[config.mk]
export PLATFORM = sky130hd
export DESIGN_NAME = vchain_issue_ctrl
export DESIGN_NICKNAME = d
export VERILOG_FILES = /design/src/rtl/vchain_pkg.sv /design/src/rtl/vc_reset_sync.sv /design/src/rtl/vc_reg_track.sv /design/src/rtl/vc_unit_track.sv /design/src/rtl/vc_hazard.sv /design/src/rtl/vchain_issue_ctrl.sv
export SDC_FILE = /design/constraint.sdc
export NUM_CORES = 1
export LEC_CHECK = 0
export CORE_MARGIN = 1
export CORE_UTILIZATION = 38
export CTS_BUF_LIST = sky130_fd_sc_hd__clkbuf_4
export CTS_CLUSTER_DIAMETER = 50
export DETAILED_ROUTE_END_ITERATION = 16
export PLACE_DENSITY_LB_ADDON = 0.08
export SLEW_MARGIN = 20
export SYNTH_ARGS = -nofsm -noshare
export SYNTH_HDL_FRONTEND = slang
export SYNTH_SLANG_ARGS = --single-unit
[constraint.sdc]
create_clock -name clk -period 6.86 [get_ports clk]
set_input_delay 1.715 -clock clk [delete_from_list [all_inputs] [get_ports clk]]
set_output_delay 1.715 -clock clk [all_outputs]
set_load 0.02 [all_outputs]
[src/rtl/vchain_pkg.sv]
package vchain_pkg;
  localparam int unsigned DEF_NUM_VREG = 8;
  localparam int unsigned DEF_NUM_FU   = 2;
  localparam int unsigned DEF_LAT_W    = 4;
  localparam int unsigned DEF_LEN_W    = 7;

  // why a request is being held
  typedef enum logic [1:0] {
    HZ_NONE = 2'd0,
    HZ_SRC  = 2'd1,
    HZ_DST  = 2'd2,
    HZ_UNIT = 2'd3
  } hold_e;
endpackage

[src/rtl/vc_reset_sync.sv]
module vc_reset_sync (
  input  logic clk,
  input  logic rst_n,
  output logic rst_n_sync
);
  logic s0_q, s1_q;

  always_ff @(posedge clk or negedge rst_n) begin
    if (!rst_n) begin
      s0_q <= 1'b0;
      s1_q <= 1'b0;
    end else begin
      s0_q <= 1'b1;
      s1_q <= s0_q;
    end
  end

  assign rst_n_sync = s1_q;
endmodule

[src/rtl/vc_reg_track.sv]
module vc_reg_track #(
  parameter int unsigned LAT_W = 4,
  parameter int unsigned LEN_W = 7
) (
  input  logic             clk,
  input  logic             rst_n,
  input  logic             load,
  input  logic [LAT_W-1:0] load_lat,
  input  logic [LEN_W-1:0] load_len,
  input  logic             load_fixed,
  output logic             busy,
  output logic             chain_slot
);
  logic             busy_q, busy_d;
  logic             fixed_q, fixed_d;
  logic [LAT_W-1:0] slot_q, slot_d;
  logic [LEN_W-1:0] rem_q, rem_d;
  logic             en;
  logic             writing;

  // first result returns when the countdown reaches one
  assign writing    = busy_q && (slot_q <= LAT_W'(1));
  assign chain_slot = busy_q && fixed_q && (slot_q == LAT_W'(1));
  assign busy       = busy_q;
  assign en         = load | busy_q;

  always_comb begin
    busy_d  = busy_q;
    fixed_d = fixed_q;
    slot_d  = slot_q;
    rem_d   = rem_q;
    if (load) begin
      busy_d  = 1'b1;
      fixed_d = load_fixed;
      slot_d  = (load_lat == '0) ? LAT_W'(1) : load_lat;
      rem_d   = (load_len == '0) ? LEN_W'(1) : load_len;
    end else if (writing) begin
      slot_d = '0;
      rem_d  = rem_q - LEN_W'(1);
      if (rem_q == LEN_W'(1)) busy_d = 1'b0;
    end else if (busy_q) begin
      slot_d = slot_q - LAT_W'(1);
    end
  end

  always_ff @(posedge clk or negedge rst_n) begin
    if (!rst_n) begin
      busy_q  <= 1'b0;
      fixed_q <= 1'b0;
      slot_q  <= '0;
      rem_q   <= '0;
    end else if (en) begin
      busy_q  <= busy_d;
      fixed_q <= fixed_d;
      slot_q  <= slot_d;
      rem_q   <= rem_d;
    end
  end
endmodule

[src/rtl/vc_unit_track.sv]
module vc_unit_track #(
  parameter int unsigned LEN_W = 7
) (
  input  logic             clk,
  input  logic             rst_n,
  input  logic             load,
  input  logic [LEN_W-1:0] load_len,
  output logic             busy
);
  logic [LEN_W-1:0] cnt_q, cnt_d;
  logic             en;

  assign busy = (cnt_q != '0);
  assign en   = load | busy;

  always_comb begin
    cnt_d = cnt_q;
    if (load) begin
      // operands enter for len cycles, the issue cycle being the first
      cnt_d = (load_len == '0) ? '0 : load_len - LEN_W'(1);
    end else if (busy) begin
      cnt_d = cnt_q - LEN_W'(1);
    end
  end

  always_ff @(posedge clk or negedge rst_n) begin
    if (!rst_n) cnt_q <= '0;
    else if (en) cnt_q <= cnt_d;
  end
endmodule

[src/rtl/vc_hazard.sv]
module vc_hazard
  import vchain_pkg::*;
#(
  parameter int unsigned NUM_VREG = 8,
  parameter int unsigned NUM_FU   = 2,
  parameter int unsigned VR_AW    = 3,
  parameter int unsigned FU_AW    = 1
) (
  input  logic [VR_AW-1:0]    src_a,
  input  logic [VR_AW-1:0]    src_b,
  input  logic                use_b,
  input  logic [VR_AW-1:0]    dst,
  input  logic [FU_AW-1:0]    fu,
  input  logic [NUM_VREG-1:0] vbusy,
  input  logic [NUM_VREG-1:0] vchain,
  input  logic [NUM_FU-1:0]   ubusy,
  output hold_e               cause
);
  logic hold_a, hold_b, hold_d, hold_u, dst_is_src;

  always_comb begin
    dst_is_src = (dst == src_a) || (use_b && (dst == src_b));
    hold_a     = vbusy[src_a] && !vchain[src_a];
    hold_b     = use_b && vbusy[src_b] && !vchain[src_b];
    // overwriting a busy register is only allowed as a self-chain in its slot
    hold_d     = vbusy[dst] && !(vchain[dst] && dst_is_src);
    hold_u     = ubusy[fu];
    if (hold_u)                cause = HZ_UNIT;
    else if (hold_a || hold_b) cause = HZ_SRC;
    else if (hold_d)           cause = HZ_DST;
    else                       cause = HZ_NONE;
  end
endmodule

[src/rtl/vchain_issue_ctrl.sv]
module vchain_issue_ctrl
  import vchain_pkg::*;
#(
  parameter int unsigned NUM_VREG = DEF_NUM_VREG,
  parameter int unsigned NUM_FU   = DEF_NUM_FU,
  parameter int unsigned LAT_W    = DEF_LAT_W,
  parameter int unsigned LEN_W    = DEF_LEN_W,
  localparam int unsigned VR_AW   = (NUM_VREG > 1) ? $clog2(NUM_VREG) : 1,
  localparam int unsigned FU_AW   = (NUM_FU > 1) ? $clog2(NUM_FU) : 1
) (
  input  logic                clk,
  input  logic                rst_n,
  input  logic                req_valid,
  input  logic [VR_AW-1:0]    req_src_a,
  input  logic [VR_AW-1:0]    req_src_b,
  input  logic                req_use_b,
  input  logic [VR_AW-1:0]    req_dst,
  input  logic [FU_AW-1:0]    req_fu,
  input  logic [LAT_W-1:0]    req_lat,
  input  logic                req_lat_fixed,
  input  logic [LEN_W-1:0]    req_len,
  output logic                issue,
  output logic                stall,
  output logic [NUM_VREG-1:0] vreg_busy,
  output logic [NUM_VREG-1:0] vreg_chain
);
  logic                rst_n_i;
  logic [NUM_FU-1:0]   unit_busy;
  hold_e               cause;

  vc_reset_sync u_rst (
    .clk        (clk),
    .rst_n      (rst_n),
    .rst_n_sync (rst_n_i)
  );

  vc_hazard #(
    .NUM_VREG (NUM_VREG),
    .NUM_FU   (NUM_FU),
    .VR_AW    (VR_AW),
    .FU_AW    (FU_AW)
  ) u_haz (
    .src_a  (req_src_a),
    .src_b  (req_src_b),
    .use_b  (req_use_b),
    .dst    (req_dst),
    .fu     (req_fu),
    .vbusy  (vreg_busy),
    .vchain (vreg_chain),
    .ubusy  (unit_busy),
    .cause  (cause)
  );

  assign stall = req_valid && (cause != HZ_NONE);
  assign issue = req_valid && (cause == HZ_NONE);

  for (genvar gi = 0; gi < NUM_VREG; gi++) begin : g_vreg
    logic ld;
    assign ld = issue && (req_dst == VR_AW'(gi));
    vc_reg_track #(
      .LAT_W (LAT_W),
      .LEN_W (LEN_W)
    ) u_trk (
      .clk        (clk),
      .rst_n      (rst_n_i),
      .load       (ld),
      .load_lat   (req_lat),
      .load_len   (req_len),
      .load_fixed (req_lat_fixed),
      .busy       (vreg_busy[gi]),
      .chain_slot (vreg_chain[gi])
    );
  end

  for (genvar gu = 0; gu < NUM_FU; gu++) begin : g_unit
    logic ld;
    assign ld = issue && (req_fu == FU_AW'(gu));
    vc_unit_track #(
      .LEN_W (LEN_W)
    ) u_ut (
      .clk      (clk),
      .rst_n    (rst_n_i),
      .load     (ld),
      .load_len (req_len),
      .busy     (unit_busy[gu])
    );
  end
endmodule

==> flow_metrics.env <==
export IMPL_hpwl_um=14300
export IMPL_cp_end_kind="output port"
export IMPL_synth_xor_area_share_pct=7.41
export IMPL_final_core_util_pct=42.6
export IMPL_synth_ff_type="dfrtp_1"
export IMPL_synthMuxAreaShare_pct=16.2
export IMPL_yosys_warnings=0
export IMPL_ioPinCount=44
export IMPL_path_class="primary input to output port"
export IMPL_finalHoldViolCount=0
export IMPL_start_util_pct=38.7
export IMPL_syn_area_per_cell_um2=9.94
export IMPL_die_area_um2=21100
export IMPL_cp_required_ps=5140
export IMPL_cts_tree="yes"
export IMPL_grt_pass1_wl_um=32300
export IMPL_cts_sinks=120
export IMPL_fin_setup_tns_ps=0
export IMPL_finalMaxSlewViolations=0
export IMPL_synthCells=785
export IMPL_grt_max_degree=63
export IMPL_status="finished clean"
export IMPL_period_share_pct=94.0
export IMPL_nets=860
export IMPL_ys_types=59
export IMPL_route_vias_total=5775
export IMPL_grt_overflow=0
export IMPL_clk_pin_slew_ps=110
export IMPL_r2r_cells=8
export IMPL_ctsHoldBuffers=0
export IMPL_rrSetupSlack_ps=3050
export IMPL_synthToLayoutAreaGrowth_pct=10.0
export IMPL_die_h_um=145
export IMPL_drive_gt1_share_pct=12.8
export IMPL_grt_usage_pct=20.0
export IMPL_wire_per_inst_um=18.7
export IMPL_rsz0062_at_grt="false"
export IMPL_synthSimpleGateAreaFrac_pct=18.4
export IMPL_r2r_end="g_vreg[7].u_trk.rem_q[5]$_DFFE_PN0P_"
export IMPL_gp_congestion=0.883
export IMPL_p_leak_nw=4.03
export IMPL_placeableCoreArea_um2=20200
export IMPL_viasPerCell=5.33
export IMPL_crit_path_max_fanout=12
export IMPL_post_cts_buffers=0
export IMPL_worstSkewPairLatency_ps=550
export IMPL_drtIter0Drc=254
export IMPL_skew_ps=31.9
export IMPL_placementRows=52
export IMPL_clock_fmax_ghz=0.155
export IMPL_r2r_start="g_vreg[2].u_trk.slot_q[1]$_DFFE_PN0P_"
export IMPL_syn_area_um2=7810
export IMPL_tightest_slew_ps=949
export IMPL_relSlewSlack_pct=35.8
export IMPL_antenna_found_initial=1
export IMPL_synth_seq_area_share_pct=38.5
export IMPL_drv_cap=0
export IMPL_htreeDepth=4
export IMPL_crit_end="issue"
export IMPL_cp_start_kind="primary input"
export IMPL_crit_arrival_ps=4730
export IMPL_period_needed_ps=6450
export IMPL_synth_nets=846
export IMPL_setup_viol=0
export IMPL_synth_top_family_by_area="simple AND/OR/NAND/NOR gates"
export IMPL_port_buffers=43
export IMPL_synthArstFlopShare_pct=100
export IMPL_power_per_cell_area_nw_per_um2=382
export IMPL_fin_hold_ws_ps=372
export IMPL_clockBufferDepth=2
export IMPL_drt_total_wl_um=20300
export IMPL_drtPass1Iterations=5
export IMPL_grt_pass1_vias=5786
export IMPL_critical_path_startpoint="req_dst[1]"
export IMPL_synthAdderAreaFrac_pct=5.61
export IMPL_peakVddDrop_v=0.000153
export IMPL_numCtsBuffers=17
export IMPL_root_buffer="clkbuf_4"
export IMPL_hold_path_class="flip-flop to flip-flop"
export IMPL_cts_resized=0
export IMPL_die_x_um=145
export IMPL_antenna_left=0
export IMPL_synth_edf_count=0
export IMPL_finalPower_mw=3.28
export IMPL_synth_compound_area_share_pct=7.07
export IMPL_synth_seq_cells=120
export IMPL_route_detailed_drc=0
-- worst max-delay path, cell delays in order --
cell and delay, ps:
clkdlybuf4s50_1 480, or4_1 570, a32oi_1 220, a41oi_1 370
nor4b_1 450, buf_4 200, and2_1 120, clkdlybuf4s50_1 600
-- placed cells by master, fill, tap and decap left out, drive strengths merged, types with 3 or more instances in the layout --
master	instances
a211o	3
a21oi	29
a41o	3
and2	6
buf	9
clkbuf	19
clkdlybuf4s50	43
clkinv	6
clkinvlp	4
dfrtp	120
ha	35
inv	52
mux2	55
mux2i	52
nand2	47
nand2b	20
nand3	12
nand3b	8
nand4	3
nor2	55
nor3	40
nor3b	8
nor4	10
nor4b	4
nor4bb	8
o211ai	3
o21ai	15
o22ai	10
o2bb2ai	3
o41ai	3
or3	10
or4	23
xnor2	32
xor2	34
-- kinds of logic after synthesis --
family,Yosys count
AOI/OAI and AO/OA,85
xor gates and xnor gates,66
adders and majority gates,35
buffers and inverters,108
DFF,120
muxes,109
other,1
and+or+nand+nor,261
-- registers in the layout, summed over array words and instances (netlist names) --
| register | count |
|---|---|
| g_vreg.u_trk.fixed_q | 8 |
| g_vreg.u_trk.busy | 8 |
| g_vreg.u_trk.rem_q | 56 |
| g_unit.u_ut.cnt_q | 14 |
| g_vreg.u_trk.slot_q | 32 |
| u_rst.rst_n_sync | 1 |
| u_rst.s0_q | 1 |
-- how the worst min path moves through the flow --
stage / start / end / slack (ps) / depth (start not counted)
finish: u_rst.s0_q$_DFF_PN0_ / u_rst.rst_n_sync$_DFF_PN0_ / 370 / 0
CTS: u_rst.s0_q$_DFF_PN0_ / u_rst.rst_n_sync$_DFF_PN0_ / 380 / 0
global route: u_rst.s0_q$_DFF_PN0_ / u_rst.rst_n_sync$_DFF_PN0_ / 380 / 0
floorplan: u_rst.s0_q$_DFF_PN0_ / u_rst.rst_n_sync$_DFF_PN0_ / 330 / 0
detailed placement: u_rst.s0_q$_DFF_PN0_ / u_rst.rst_n_sync$_DFF_PN0_ / 350 / 0
global placement: u_rst.s0_q$_DFF_PN0_ / u_rst.rst_n_sync$_DFF_PN0_ / 340 / 0
-- stage by stage --
stage / worst slack (ps) / instance area (um2) / cells
2_1_floorplan: 1340 / 7810 / 785
3_3_place_gp: 490 / 8310 / 1050
3_5_place_dp: 451 / 8310 / 1050
4_1_cts: 426 / 8590 / 1082
5_1_grt: 192 / 8590 / 1084
6_report: 413 / 8590 / 1084
-- layer usage --
metal  part of all wire (%)  vias up  global-route usage (%)
li1                       -     2778                       -
met1                     48     2875                    26.5
met2                     47      101                    32.5
met3                    2.8       21                    4.09
met4                    2.2        0                    6.74
met5                      0        -                       0
-- cells in the mapped netlist, drive strengths merged, types with 4 or more instances --
cell type | instances | area share (%)
a21oi | 29 | 1.9
and2 | 6 | 0.48
buf | 33 | 3.2
clkbuf | 24 | 1.2
dfrtp | 120 | 38
ha | 35 | 5.6
inv | 51 | 2.5
mux2 | 55 | 9.0
mux2i | 52 | 6.7
nand2 | 47 | 2.3
nand2b | 20 | 1.6
nand3 | 12 | 0.77
nand3b | 8 | 0.77
nor2 | 55 | 2.6
nor3 | 40 | 2.6
nor3b | 8 | 0.77
nor4 | 10 | 0.80
nor4b | 4 | 0.53
nor4bb | 8 | 1.0
o21ai | 15 | 0.96
o22ai | 10 | 0.80
or3 | 10 | 0.80
or4 | 23 | 2.3
xnor2 | 32 | 3.6
xor2 | 34 | 3.8
-- area by class of cell --
| cell class | instances | area (um2) |
|---|---|---|
| Clock buffer | 19 | 143 |
| Fill cell | 1927 | 11600 |
| Inverter | 51 | 191 |
| Tap cell | 270 | 338 |
| Multi-Input combinational cell | 557 | 4280 |
| Clock inverter | 13 | 130 |
| Sequential cell | 120 | 3010 |
| Antenna cell | 2 | 5.00 |
| Timing Repair Buffer | 52 | 498 |
-- power breakdown --
group	leakage (nW)	total (mW)	internal, mW	switching, mW
clock network	0.140	0.507	0.221	0.286
logic	2.43	1.40	0.726	0.678
registers	1.45	1.37	1.01	0.355
total	4.03	3.28	1.96	1.32
Note: power is estimated with default switching activity, not from simulation.
